File: src/rtl/tw_pkg.sv
package tw_pkg;
  typedef enum logic [2:0] {
    ST_IDLE,
    ST_START,
    ST_BIT,
    ST_END_LO,
    ST_END_HI,
    ST_DONE
  } tw_state_e;
endpackage

File: src/rtl/tw_sync2.sv
module tw_sync2 #(
  parameter logic RESET_VAL = 1'b1
) (
  input  logic clk,
  input  logic rst_n,
  input  logic d_i,
  output logic q_o
);
  logic meta_q, sync_q;

  always_ff @(posedge clk) begin
    if (!rst_n) begin
      meta_q <= RESET_VAL;
      sync_q <= RESET_VAL;
    end else begin
      meta_q <= d_i;
      sync_q <= meta_q;
    end
  end

  assign q_o = sync_q;
endmodule

File: src/rtl/tw_phase_timer.sv
module tw_phase_timer #(
  parameter int PHASE_CLKS = 2
) (
  input  logic clk,
  input  logic rst_n,
  input  logic run_i,
  output logic tick_o
);
  localparam int CW = (PHASE_CLKS > 1) ? $clog2(PHASE_CLKS) : 1;
  localparam logic [CW-1:0] LOAD = CW'(PHASE_CLKS - 1);

  logic [CW-1:0] cnt_q;

  always_ff @(posedge clk) begin
    if (!rst_n) begin
      cnt_q <= LOAD;
    end else if (!run_i || cnt_q == '0) begin
      cnt_q <= LOAD;
    end else begin
      cnt_q <= cnt_q - 1'b1;
    end
  end

  assign tick_o = run_i && (cnt_q == '0);
endmodule

File: src/rtl/tw_sequencer.sv
module tw_sequencer
  import tw_pkg::*;
#(
  parameter int ADDR_W       = 8,
  parameter int DATA_W       = 24,
  parameter int ADDR_LO_BITS = 4
) (
  input  logic              clk,
  input  logic              rst_n,
  input  logic              tick_i,
  input  logic              din_i,
  input  logic              req_valid,
  input  logic              req_write,
  input  logic [ADDR_W-1:0] req_addr,
  input  logic [DATA_W-1:0] req_wdata,
  output logic              req_ready,
  output logic              rsp_valid,
  output logic [DATA_W-1:0] rsp_rdata,
  output logic              run_o,
  output logic              period_o,
  output logic              clock_o,
  output logic              data_o
);
  localparam int FRAME_W = ADDR_W + DATA_W;
  localparam int IDX_W   = $clog2(FRAME_W);
  localparam logic [IDX_W-1:0] LAST_IDX  = IDX_W'(FRAME_W - 1);
  localparam logic [IDX_W-1:0] DATA_IDX0 = IDX_W'(ADDR_W);
  localparam logic [IDX_W-1:0] PHI_IDX0  = IDX_W'(ADDR_LO_BITS);

  tw_state_e           state_q;
  logic [IDX_W-1:0]    idx_q;
  logic                high_q;
  logic                wr_q;
  logic [FRAME_W-1:0]  tx_q;
  logic [DATA_W-1:0]   rx_q;
  logic                in_data;

  assign in_data = (idx_q >= DATA_IDX0);

  always_ff @(posedge clk) begin
    if (!rst_n) begin
      state_q <= ST_IDLE;
      idx_q   <= '0;
      high_q  <= 1'b0;
      wr_q    <= 1'b0;
      tx_q    <= '0;
      rx_q    <= '0;
    end else begin
      case (state_q)
        ST_IDLE: begin
          if (req_valid) begin
            state_q <= ST_START;
            wr_q    <= req_write;
            tx_q    <= {req_wdata, req_addr};
            rx_q    <= '0;
            idx_q   <= '0;
            high_q  <= 1'b0;
          end
        end
        ST_START: if (tick_i) state_q <= ST_BIT;
        ST_BIT: begin
          if (tick_i) begin
            if (!high_q) begin
              high_q <= 1'b1;
            end else begin
              high_q <= 1'b0;
              tx_q   <= tx_q >> 1;
              if (!wr_q && in_data) rx_q <= {din_i, rx_q[DATA_W-1:1]};
              if (idx_q == LAST_IDX) state_q <= ST_END_LO;
              else                   idx_q   <= idx_q + 1'b1;
            end
          end
        end
        ST_END_LO: if (tick_i) state_q <= ST_END_HI;
        ST_END_HI: if (tick_i) state_q <= ST_DONE;
        ST_DONE:   state_q <= ST_IDLE;
        default:   state_q <= ST_IDLE;
      endcase
    end
  end

  always_comb begin
    period_o = 1'b1;
    clock_o  = 1'b1;
    data_o   = 1'b1;
    case (state_q)
      ST_START:  period_o = 1'b0;
      ST_END_LO: period_o = 1'b0;
      ST_BIT: begin
        period_o = (idx_q >= PHI_IDX0);
        clock_o  = high_q;
        data_o   = (!wr_q && in_data) ? 1'b1 : tx_q[0];
      end
      default: ;
    endcase
  end

  assign req_ready = (state_q == ST_IDLE);
  assign rsp_valid = (state_q == ST_DONE);
  assign rsp_rdata = rx_q;
  assign run_o     = (state_q == ST_START) || (state_q == ST_BIT) ||
                     (state_q == ST_END_LO) || (state_q == ST_END_HI);
endmodule

File: src/rtl/tw_reg_master.sv
module tw_reg_master #(
  parameter int ADDR_W       = 8,
  parameter int DATA_W       = 24,
  parameter int ADDR_LO_BITS = 4,
  parameter int PHASE_CLKS   = 2
) (
  input  logic              clk,
  input  logic              rst_n,
  input  logic              req_valid,
  output logic              req_ready,
  input  logic              req_write,
  input  logic [ADDR_W-1:0] req_addr,
  input  logic [DATA_W-1:0] req_wdata,
  output logic              rsp_valid,
  output logic [DATA_W-1:0] rsp_rdata,
  output logic              bus_period_o,
  output logic              bus_clock_o,
  output logic              bus_data_o,
  input  logic              bus_data_i
);
  logic tick, run, din_sync;

  tw_sync2 #(.RESET_VAL(1'b1)) u_sync (
    .clk   (clk),
    .rst_n (rst_n),
    .d_i   (bus_data_i),
    .q_o   (din_sync)
  );

  tw_phase_timer #(.PHASE_CLKS(PHASE_CLKS)) u_timer (
    .clk    (clk),
    .rst_n  (rst_n),
    .run_i  (run),
    .tick_o (tick)
  );

  tw_sequencer #(
    .ADDR_W       (ADDR_W),
    .DATA_W       (DATA_W),
    .ADDR_LO_BITS (ADDR_LO_BITS)
  ) u_seq (
    .clk       (clk),
    .rst_n     (rst_n),
    .tick_i    (tick),
    .din_i     (din_sync),
    .req_valid (req_valid),
    .req_write (req_write),
    .req_addr  (req_addr),
    .req_wdata (req_wdata),
    .req_ready (req_ready),
    .rsp_valid (rsp_valid),
    .rsp_rdata (rsp_rdata),
    .run_o     (run),
    .period_o  (bus_period_o),
    .clock_o   (bus_clock_o),
    .data_o    (bus_data_o)
  );
endmodule

File: config.mk
export PLATFORM = sky130hd
export DESIGN_NAME = tw_reg_master
export DESIGN_NICKNAME = d
export VERILOG_FILES = /design/src/rtl/tw_pkg.sv /design/src/rtl/tw_sync2.sv /design/src/rtl/tw_phase_timer.sv /design/src/rtl/tw_sequencer.sv /design/src/rtl/tw_reg_master.sv
export SDC_FILE = /design/constraint.sdc
export NUM_CORES = 1
export LEC_CHECK = 0
export BUFFER_PORTS_ARGS = -buffer_cell sky130_fd_sc_hd__buf_2
export CAP_MARGIN = 5
export CELL_PAD_IN_SITES_DETAIL_PLACEMENT = 0
export CELL_PAD_IN_SITES_GLOBAL_PLACEMENT = 1
export CORE_MARGIN = 3
export CORE_UTILIZATION = 40
export CTS_CLUSTER_SIZE = 20
export DETAILED_ROUTE_END_ITERATION = 6
export PLACE_DENSITY = 0.79
export SLEW_MARGIN = 20
export SYNTH_ARGS = -nofsm -noshare
export SYNTH_HDL_FRONTEND = slang
export SYNTH_HIERARCHICAL = 1
export SYNTH_SLANG_ARGS = --single-unit
File: constraint.sdc
create_clock -name clk -period 2.8 [get_ports clk]
set_input_delay 0.14 -clock clk [delete_from_list [all_inputs] [get_ports clk]]
set_output_delay 0.14 -clock clk [all_outputs]
set_load 0.005 [all_outputs]
Word-level counts from Yosys, hierarchy flattened. Index checks and enable logic that the tools add are counted. W data, S select, Z words.

Register bits after elaboration: 69. Output and inout bits: 29.

Add/sub/neg operators: 2. Magnitude comparators: 2. Eq/ne operators: 15. Mux-type cells: 30. Bitwise gates (word level): 2. Reduce and logical (&&, ||, !) cells: 18.

Operators with widths (count): $mux W24 (4); $mux W32 (3); $pmux W32 S2 (1); $pmux W24 S2 (1); $mux W3 (7); $mux W5 (4); $pmux W3 S5 (1); $ne A2 B2 Y1 const B (6); $pmux W5 S2 (1); $reduce_and A5 Y1 (2); $reduce_and A7 Y1 (1); $eq A3 B2 Y1 const B (2); $eq A3 B3 Y1 const B (2); $mux W1 (6); $ne A2 B1 Y1 const B (3); $add A5 B1 Y5 const B (1); $eq A5 B5 Y1 const B (1); $ge A5 B3 Y1 const B (1); $ge A5 B4 Y1 const B (1); $logic_or A1 B1 Y1 (4); $pmux W1 S2 (2); $reduce_and A4 Y1 (1); $reduce_or A2 Y1 (2); $eq A3 B1 Y1 const B (1); 8 further kinds (11).

Longest topological paths before layout. Gate-level depths: netlist of run 1.

Depth after elaboration: 7. Mapped depth: 10.

Hierarchy. The synthesis of run 1 kept the hierarchy.

By module, submodules not included: tw_sequencer (instances 1, cells an instance 324, area each 2859.0 um2, sequential area each 1321.3 um2); tw_sync2 (instances 1, cells an instance 4, area each 52.6 um2, sequential area each 40.0 um2); tw_phase_timer (instances 1, cells an instance 3, area each 33.8 um2, sequential area each 20.0 um2).

Worst setup path before layout of run 1. OpenSTA, ideal clock, no wires.

Path type: flip-flop to flip-flop. Start point: register u_seq.state_q[1]. End point: register u_seq.tx_q[19]. Library setup time: 132 ps. Data arrival time: 1979 ps. Data required time: 2668 ps. Slack: 689 ps. Cell stages (with the launch flop): 10. Clock period less this slack: 2111 ps. Cell sequence: dfxtp_1 buf_2 nor2_1 xnor2_1 nor2b_2 clkbuf_2 nand3_1 a211oi_2 clkbuf_1 a21oi_1.

Longest elaborated chain between the ends: 7. Elaborated cells on any way between the ends: 15.

Ends and longest elaborated chain: from (decl) (line tw_sequencer.sv:30) `tw_state_e state_q;`; from (signal assigned) (line tw_sequencer.sv:42) `state_q <= ST_IDLE;`; from (signal assigned) (line tw_sequencer.sv:52) `state_q <= ST_START;`; from (signal assigned) (line tw_sequencer.sv:60) `ST_START: if (tick_i) state_q <= ST_BIT;`; $eq A3 B1 Y1 or $eq A3 B2 Y1 (tied branches) (line tw_sequencer.sv:101) `assign run_o = (state_q == ST_START) || (state_q == ST_BIT) ||`; $logic_or A1 B1 Y1 (2 in series) (line tw_sequencer.sv:101); $logic_or A1 B1 Y1 * (line tw_sequencer.sv:102) `(state_q == ST_END_LO) || (state_q == ST_END_HI);`; net run (line tw_reg_master.sv:21) `logic tick, run, din_sync;`; $logic_and A1 B1 Y1 * (line tw_phase_timer.sv:24) `assign tick_o = run_i && (cnt_q == '0);`; net tick (line tw_reg_master.sv:21); $ne A2 B2 Y1 (no source line) *; $reduce_and A4 Y1 (no source line) *; to (signal assigned) (line tw_sequencer.sv:54) `tx_q <= {req_wdata, req_addr};`; to (signal assigned) (line tw_sequencer.sv:67) `tx_q <= tx_q >> 1;`; to (decl) (line tw_sequencer.sv:34) `logic [FRAME_W-1:0] tx_q;`.

Mark *: on every way through the listed nets, which the timed path passes. The rest lies on a longest branch. A chain may end at the register's enable or synchronous reset.

Final worst setup path of run 1.
Start point: register u_seq.state_q[2]. End point: register u_seq.tx_q[8].

The elaborated chain is that of the path after synthesis.

==> results_dict.tcl, run 1 <==
set metrics [dict create \
    status "finished, final reports clean" \
    drv_slew 0 \
    dieArea_sq_um 8430 \
    first_global_vias 2258 \
    ys_seq_area_share_pct 46.9 \
    syn_avg_cell_area_sq_um 8.90 \
    met2_wirelength_um 2660 \
    synth_top_area_share_pct 46.9 \
    critical_path_class "reg2reg" \
    worstPathMaxFanout 63 \
    min_period_over_period_pct 81.5 \
    required_ns 3.08 \
    route.met3.wl_um 360 \
    core-area_sq_um 6980 \
    initial_core_util_pct 42.2 \
    async_reset_ff_share_pct 0 \
    irDropWorstVdd_v 0.000335 \
    rows 30 \
    cap_violations 0 \
    drt-total-wl_um 6110 \
    antenna_cells 0 \
    dieWidth_um 91.8 \
    cts_root_buf "clkbuf_8" \
    antenna_found_initial 0 \
    die_h_um 91.8 \
    pin_count 66 \
    post-route-min-period_ns 2.28 \
    ys.flop_type "dfxtp_1" \
    wl_per_cell_um 12.6 \
    synth_top_area_cell "dfxtp_1" \
    ant_nets 0 \
    syn_inst 331 \
    min_path_type "in2reg" \
    hold_violations 0 \
    slowest_delay_ns 0.63 \
    nets 425 \
    worstPathArrival_ns 2.56 \
    place_area_sq_um 3350 \
    synth.most_common_cell "dfxtp_1" \
    fin_area_sq_um 3550 \
    gp_congestion 0.768 \
    cts_tree "built" \
    clk_pin_slew_worst_paths_ns 0.07 \
    syn_to_final_growth_pct 20.5 \
    htree_num_levels 3 \
    powerDensity_nw_per_um2 588 \
    ys_top_cells_by_count "dfxtp_1 (69), mux2i_1 (35), nand2_1 (33)" \
    holdCritStartpoint "req_write" \
    clk_path_buf_depth 2 \
    synth_cell_type_count 35 \
    drt-initial-drc-count 100 \
    dpl.hpwl_um 3840 \
    port_buffers 65 \
    reg2reg_from "u_seq/state_q[2]$_SDFFE_PN0P_" \
    synth-edff-count 0 \
    clock_latency_ns 0.34 \
    leakage_uw 0.00135 \
    drc 0 \
    postCtsSetupRepairBufs 0 \
    tightest_slew_ns 0.608 \
    wl_met1_um 2990 \
    critPathLaunchType "flop" \
    cp_cell_sequence "xnor2_1, nor2b_2, nand3_1, a211oi_4, buf_12, o21ai_0, a21oi_1" \
    track_usage_pct 15.1 \
    via_count 2458 \
    grt_max_degree 64 \
    place_inst 469 \
    rsz0062_at_grt "false" \
    cts_buffers 9 \
    worstSetupStartpoint "u_seq/state_q[2]$_SDFFE_PN0P_" \
    firstDrtPassIters 6 \
    fmax_ghz 0.438 \
    netlist_area_sq_um 2950 \
    whs_ns 0.0606 \
    numClockSinks 69 \
    ys_top_cells_by_area "dfxtp_1 (47%), mux2i_1 (12%), a21oi_1 (5.4%), o21ai_1 (5.4%), nand4_1 (5.3%)" \
    ys_warn_count 6 \
    stdcell_count 486 \
    grt_pass1_wl_um 10300 \
    endpoint_kind "flop" \
    finalSetupViolations 0 \
    relSlewSlack_pct 59.5 \
    synth_nets 371 \
    setup-tns-final_ns 0 \
    via_per_inst 5.06 \
    drive_gt1_share_pct 23.6 \
    top_layer_used "met4" \
    worst_path_max_delay_cell "dfxtp_1" \
    ys_seq_elements 69 \
    final.setup_skew_ns 0.00308 \
    grt_overflow_total 0 \
]
worst max-delay path: cells and delay by family (launching register included):
| kind | cells | cell delay [ns] |
|---|---|---|
| AND/OR/NAND/NOR | 2 | 0.54 |
| buffers and inverters | 1 | 0.28 |
| AO/OA/AOI/OAI | 3 | 0.53 |
| XOR/XNOR | 1 | 0.19 |
| flip-flops | 1 | 0.63 |
area by class of cell:
| type | count | area (sq um) |
|---|---|---|
| Tap cell | 96 | 120 |
| Clock inverter | 4 | 47.5 |
| Clock buffer | 12 | 145 |
| Inverter | 3 | 11.3 |
| Sequential cell | 69 | 1380 |
| Fill cell | 712 | 3430 |
| Timing Repair Buffer | 73 | 413 |
| Multi-Input combinational cell | 229 | 1430 |
sequential cells by signal, indices dropped and copies added (netlist names):
| name | count |
|---|---|
| u_seq/idx_q | 5 |
| u_sync/q_o | 1 |
| u_timer/cnt_q | 1 |
| u_seq/wr_q | 1 |
| u_seq/tx_q | 32 |
| u_seq/high_q | 1 |
| u_seq/state_q | 3 |
| u_seq/rsp_rdata | 24 |
| u_sync/meta_q | 1 |
worst paths after layout:
check	to	slack [ns]	cells after the start
setup / recovery	u_seq/tx_q[8]$_SDFFE_PN0P_	0.52	7
hold / removal	u_seq/wr_q$_SDFFE_PN0P_	0.06	3
setup reg to reg	u_seq/tx_q[8]$_SDFFE_PN0P_	0.52	7
hold reg to reg	u_timer/cnt_q$_SDFF_PP1_	0.40	1
placed cells by master, fill, tap and decap left out, types with 2 or more instances in the layout:
master    netlist  routed
inv_1           3       3
a221oi_1        2       2
clkbuf_1       10       2
nand4_1        25      25
o21ai_1        32      32
nand3_1         3       3
buf_2          17      65
and3_1          2       2
clkinv_2        0       2
o21ai_0        25      25
mux2i_1        35      35
clkbuf_8        0      10
nand2b_1        5       5
ha_1            3       3
nand2_1        33      33
nor2b_1         3       3
a21oi_1        32      32
xor2_1          3       3
nor2_1          8       8
xnor2_1         2       2
buf_12          0       2
buf_4           0       5
dfxtp_1        69      69
logic make-up after synthesis:
logic type	Yosys count	share of synthesized area [%]
buf+inv	33	4.97
xor+xnor	5	1.49
mux	35	11.9
simple gates	86	15.0
compound gates	100	18.5
flops	69	46.9
fa+ha+maj	3	1.27
routing by layer:
metal	track usage (%)	vias to the layer above
met5	0	-
met4	5.94	0
met1	19.3	1098
met3	5.50	10
met2	23.4	55
li1	-	1295
power breakdown:
| group | internal [uW] | switching [uW] | total, uW |
|---|---|---|---|
| sequential | 1040 | 27.9 | 1060 |
| clock | 433 | 370 | 803 |
| combinational | 93.8 | 124 | 218 |
| total | 1560 | 522 | 2080 |
per-stage QoR:
stage          power (uW)  utilization, %  worst slack [ns]
4_1_cts              2110            50.8             0.546
6_report             2080            50.8             0.517
5_1_grt              2180            50.8             0.292
3_3_place_gp         1300            47.9             0.609
2_1_floorplan        1230               -             0.689
3_5_place_dp         1300            47.9             0.549
timing repair:
action	in CTS	in global routing
hold buffers	1	0
gates resized for setup	0	0
endpoints found under the setup margin	0	0
hold endpoints to repair	1	0
Note: power is estimated with default switching activity, not from simulation.
==> inputs of run 2 (changes only) <==
==> constraint.sdc (replaced) <==
create_clock -name clk -period 2.3 [get_ports clk]
set_input_delay 0.115 -clock clk [delete_from_list [all_inputs] [get_ports clk]]
set_output_delay 0.115 -clock clk [all_outputs]
set_load 0.005 [all_outputs]
==> results_dict.tcl, run 2 (synthesis gave the netlist of run 1 again) <==
set metrics [dict create \
    critPathTopFamily "simple AND/OR/NAND/NOR gates" \
    fillers 727 \
    cts_root_buf "clkbuf_8" \
    min_period_over_period_pct 86.6 \
    final_common_cell "dfxtp_1" \
    numClockSinks 69 \
    postLayoutCoreUtil_pct 51.0 \
    min_path_type "in2reg" \
    gp_congestion 0.715 \
    whs_path_depth 3 \
    clock_latency_ns 0.34 \
    first_global_vias 2256 \
    status "finished, final reports clean" \
    grt_max_degree 64 \
    clk_pin_slew_worst_paths_ns 0.07 \
    nets 427 \
    rows 30 \
    reg2reg_to "u_seq/tx_q[9]$_SDFFE_PN0P_" \
    dieArea_sq_um 8430 \
    antenna_cells 0 \
    relSlewSlack_pct 61.4 \
    post-route-min-period_ns 1.99 \
    via_per_inst 5.06 \
    largest_reg_flops 32 \
    cap_violations 0 \
    drt-total-wl_um 6160 \
    leakage_uw 0.00136 \
    cts_resized 0 \
    antenna_found_initial 0 \
    slowest_delay_ns 0.31 \
    drv_slew 0 \
    worstPathArrival_ns 2.26 \
    required_ns 2.57 \
    ant_nets 0 \
    cp_num_buf_inv 1 \
    wl_per_cell_um 12.6 \
    via_count 2469 \
    cts_tree "built" \
    irDropWorstVdd_v 0.000336 \
    r2r_setup_slack_ns 0.31 \
    tightest_slew_ns 0.579 \
    final.setup_skew_ns 0.0107 \
    clk_path_buf_depth 2 \
    rsz0062_at_grt "false" \
    dpl.hpwl_um 3890 \
    cts_buffers 9 \
    holdCritStartpoint "req_wdata[23]" \
    dieWidth_um 91.8 \
    drive_gt1_share_pct 24.5 \
    largest-register "u_seq/tx_q" \
    whs_ns 0.0298 \
    syn_to_final_growth_pct 20.9 \
    hold_violations 0 \
    port_buffers 65 \
    pin_count 66 \
    grt_pass1_wl_um 10200 \
    drc 0 \
    core-area_sq_um 6980 \
    finalSetupViolations 0 \
    powerDensity_nw_per_um2 683 \
    layout_common_cells "dfxtp_1 (69), buf_2 (65), mux2i_1 (35)" \
    reg2reg_from "u_seq/state_q[1]$_SDFFE_PN0P_" \
    cp_cell_sequence "nor2_1, xnor2_1, nor2b_2, nand3_1, a211oi_4, buf_12, o21ai_0, a21oi_1" \
    fin_area_sq_um 3560 \
    firstDrtPassIters 4 \
    grt_overflow_total 0 \
    place_area_sq_um 3370 \
    reg2reg_depth 8 \
    worst_path_max_delay_cell "dfxtp_1" \
    htree_num_levels 3 \
    drt-initial-drc-count 106 \
    endpoint_kind "flop" \
    p_total_uw 2430 \
    fmax_ghz 0.502 \
    worstPathMaxFanout 63 \
    initial_core_util_pct 42.2 \
    critPathLaunchType "flop" \
    die_h_um 91.8 \
    min_to "u_seq/tx_q[31]$_SDFFE_PN0P_" \
    track_usage_pct 14.7 \
    critical_path_class "reg2reg" \
    setup-tns-final_ns 0 \
]
[run 2: routing by layer]
layer,wire (um),part of all wire [%],global-route usage (%),up-vias
met3,334,5.4,4.02,6
met1,3070,50,19.0,1102
met2,2690,44,23.2,57
met5,0,0,0,-
li1,-,-,-,1304
met4,57,0.93,5.94,0
[run 2: per-stage QoR]
step	worst slack [ns]	cells
final	0.308	488
after global routing	0.123	488
after CTS	0.323	488
after detailed placement	0.367	471
after global placement	0.330	471
after floorplan	0.189	331
[run 2: worst max-delay path by stage]
stage	start	endpoint	slack [ns]	cells after the start
detailed placement	u_seq/state_q[1]$_SDFFE_PN0P_	u_seq/tx_q[9]$_SDFFE_PN0P_	0.37	8
floorplan	u_seq/state_q[1]$_SDFFE_PN0P_	u_seq/tx_q[19]$_SDFFE_PN0P_	0.19	9
global route	u_seq/state_q[1]$_SDFFE_PN0P_	u_seq/tx_q[9]$_SDFFE_PN0P_	0.12	8
finish	u_seq/state_q[1]$_SDFFE_PN0P_	u_seq/tx_q[9]$_SDFFE_PN0P_	0.31	8
global placement	u_seq/idx_q[0]$_SDFFE_PN0P_	u_seq/idx_q[1]$_SDFFE_PN0P_	0.33	7
CTS	u_seq/state_q[1]$_SDFFE_PN0P_	u_seq/tx_q[9]$_SDFFE_PN0P_	0.32	8
[run 2: power by group]
group          switching, uW  leakage [uW]  internal (uW)
sequential              34.9      0.000565           1260
combinational            152      0.000707            115
clock                    451     0.0000880            416
[run 2: worst register-to-register path: cells and delay by family (launching register included)]
kind,cells,cell delay [ns]
xor gates and xnor gates,1,0.17
DFF,1,0.31
and+or+nand+nor,3,0.58
AOI/OAI and AO/OA,3,0.60
buffers and inverters,1,0.28
[run 2: repair_timing]
action	in CTS	in global routing
hold buffers	1	0
hold endpoints to repair	1	0
setup buffers	0	0
[run 2: cell type report]
class / count / area [sq um] / share of cell area [%]
inverters: 3 / 11.3 / 0.316
clock inverters: 6 / 38.8 / 1.09
flip-flops and latches: 69 / 1380 / 38.8
multi-input cells: 229 / 1430 / 40.2
repair buffers: 75 / 440 / 12.4
well taps: 96 / 120 / 3.37
clock buffers: 10 / 138 / 3.87
==> inputs of run 3 (changes only) <==
--- a/config.mk
+++ b/config.mk
@@ -9,7 +9,6 @@
 export CAP_MARGIN = 5
 export CELL_PAD_IN_SITES_DETAIL_PLACEMENT = 0
 export CELL_PAD_IN_SITES_GLOBAL_PLACEMENT = 1
-export CORE_MARGIN = 3
 export CORE_UTILIZATION = 40
 export CTS_CLUSTER_SIZE = 20
 export DETAILED_ROUTE_END_ITERATION = 6
==> results_dict.tcl, run 3 (synthesis gave the netlist of run 1 again) <==
set metrics [dict create \
    status "finished, final reports clean" \
    hold_violations 0 \
    clk_pin_slew_worst_paths_ns 0.07 \
    clock_latency_ns 0.34 \
    cts_root_buf "clkbuf_8" \
    via_count 2461 \
    cts_buffers 9 \
    worstPathArrival_ns 2.20 \
    grt_max_degree 64 \
    gp_congestion 0.734 \
    post-place-ws_ns 0.373 \
    tightest_slew_ns 0.396 \
    firstDrtPassIters 4 \
    switching_share_pct 23.0 \
    grt_overflow_total 0 \
    largest-register "u_seq/tx_q" \
    critical_path_class "reg2reg" \
    first_global_vias 2246 \
    drv_slew 0 \
    postCtsSetupRepairBufs 0 \
    net-switching-power_uw 627 \
    antenna_found_initial 0 \
    dpl.hpwl_um 3920 \
    largest_reg_flops 32 \
    relSlewSlack_pct 73.6 \
    dieArea_sq_um 7710 \
    drt-initial-drc-count 105 \
    grt_pass1_wl_um 10100 \
    setup-tns-final_ns 0 \
    ant_nets 0 \
    port_buffers 65 \
    seq_power_share_pct 47.5 \
    numClockSinks 69 \
    p_clk_share_pct 42.7 \
    wl_per_cell_um 12.1 \
    required_ns 2.56 \
    layout_common_cells "dfxtp_1 (69), buf_2 (65), mux2i_1 (35)" \
    drt-total-wl_um 5960 \
    antenna_cells 0 \
    core-area_sq_um 6940 \
    fmax_ghz 0.515 \
    nets 430 \
    final_common_cell "dfxtp_1" \
    min_period_over_period_pct 84.4 \
    initial_core_util_pct 42.4 \
    htree_num_levels 3 \
    fillers 689 \
    critPathTopFamily "simple AND/OR/NAND/NOR gates" \
    endpoint_kind "flop" \
    postCtsHoldBufs 1 \
    cts_tree "built" \
    pin_count 66 \
    pwr-share-comb_pct 9.7 \
    critPathLaunchType "flop" \
    dieWidth_um 87.8 \
    irDropWorstVdd_v 0.000396 \
    post-route-min-period_ns 1.94 \
    via_per_inst 5.01 \
    worstPathMaxFanout 63 \
    syn_to_final_growth_pct 22.9 \
    cp_num_buf_inv 1 \
    worst_path_max_delay_cell "dfxtp_1" \
    cp_cell_sequence "nor2_1, xnor2_1, nor2b_2, nand3_1, a211oi_4, buf_12, o21ai_0, a21oi_1" \
    powerDensity_nw_per_um2 752 \
    p_int_uw 2100 \
    die_h_um 87.8 \
    rows 30 \
    finalSetupViolations 0 \
    slowest_delay_ns 0.31 \
    clk_path_buf_depth 2 \
    setup_ws_ns 0.359 \
    drc 0 \
    cts_resized 0 \
    cap_violations 0 \
    rsz0062_at_grt "false" \
    min_path_type "in2reg" \
    leakage_uw 0.00140 \
    track_usage_pct 16.7 \
    final.setup_skew_ns 0.00949 \
    drive_gt1_share_pct 24.8 \
]
[run 3: cell count changes in the layout (fill, tap and decap cells not counted), sizes merged]
cell      change
clkinvlp      -1
bufinv        +3
clkinv        -2
buf           +3
[run 3: final cells by class]
cell class	count	area, sq um	area share [%]
tap	96	120	3.32
timing repair buffer	78	438	12.1
multi-input combinational	229	1430	39.5
sequential	69	1380	38.2
clock inverter	6	111	3.08
clock buffer	10	128	3.53
inverter	3	11.3	0.311
[run 3: metal layers]
metal  track usage, %  routed length (um)  share of wire, %
met1             20.5                2900                49
met2             27.3                2730                46
met3             6.41                 320               5.4
met4             4.47                  19              0.32
met5                0                   0                 0
[run 3: worst reg2reg max path, stage by stage, from the launching register on]
cell      delay (ns)
dfxtp_1         0.31
nor2_1          0.21
xnor2_1         0.17
nor2b_2         0.19
nand3_1         0.17
a211oi_4        0.29
buf_12          0.28
o21ai_0         0.13
a21oi_1         0.13
[run 3: final timing paths]
| path | startpoint | end | slack [ns] | cells past startpoint |
|---|---|---|---|---|
| worst max register to register | u_seq/state_q[1]$_SDFFE_PN0P_ | u_seq/tx_q[7]$_SDFFE_PN0P_ | 0.36 | 8 |
| worst max-delay path | u_seq/state_q[1]$_SDFFE_PN0P_ | u_seq/tx_q[7]$_SDFFE_PN0P_ | 0.36 | 8 |
| worst min-delay path | req_write | u_seq/wr_q$_SDFFE_PN0P_ | 0.05 | 3 |
| worst min register to register | u_timer/cnt_q$_SDFF_PP1_ | u_timer/cnt_q$_SDFF_PP1_ | 0.41 | 1 |
[run 3: power groups by stage]
stage	clock network (uW)	registers (uW)	logic, uW
after floorplan	0	1310	184
after global placement	0	1320	259
after detailed placement	0	1320	266
after CTS	1210	1290	269
after global routing	1260	1300	301
final	1160	1290	265
[run 3: per-stage QoR]
step,total power (uW),hold WS (ns),std cells,util (%),area (sq um)
after floorplan,1500,0.188,331,-,2950
after global placement,1580,0.299,474,48.5,3370
after detailed placement,1590,0.308,474,48.5,3370
after CTS,2770,0.0324,491,52.1,3620
after global routing,2860,0.0482,491,52.1,3620
final,2720,0.0474,491,52.1,3620
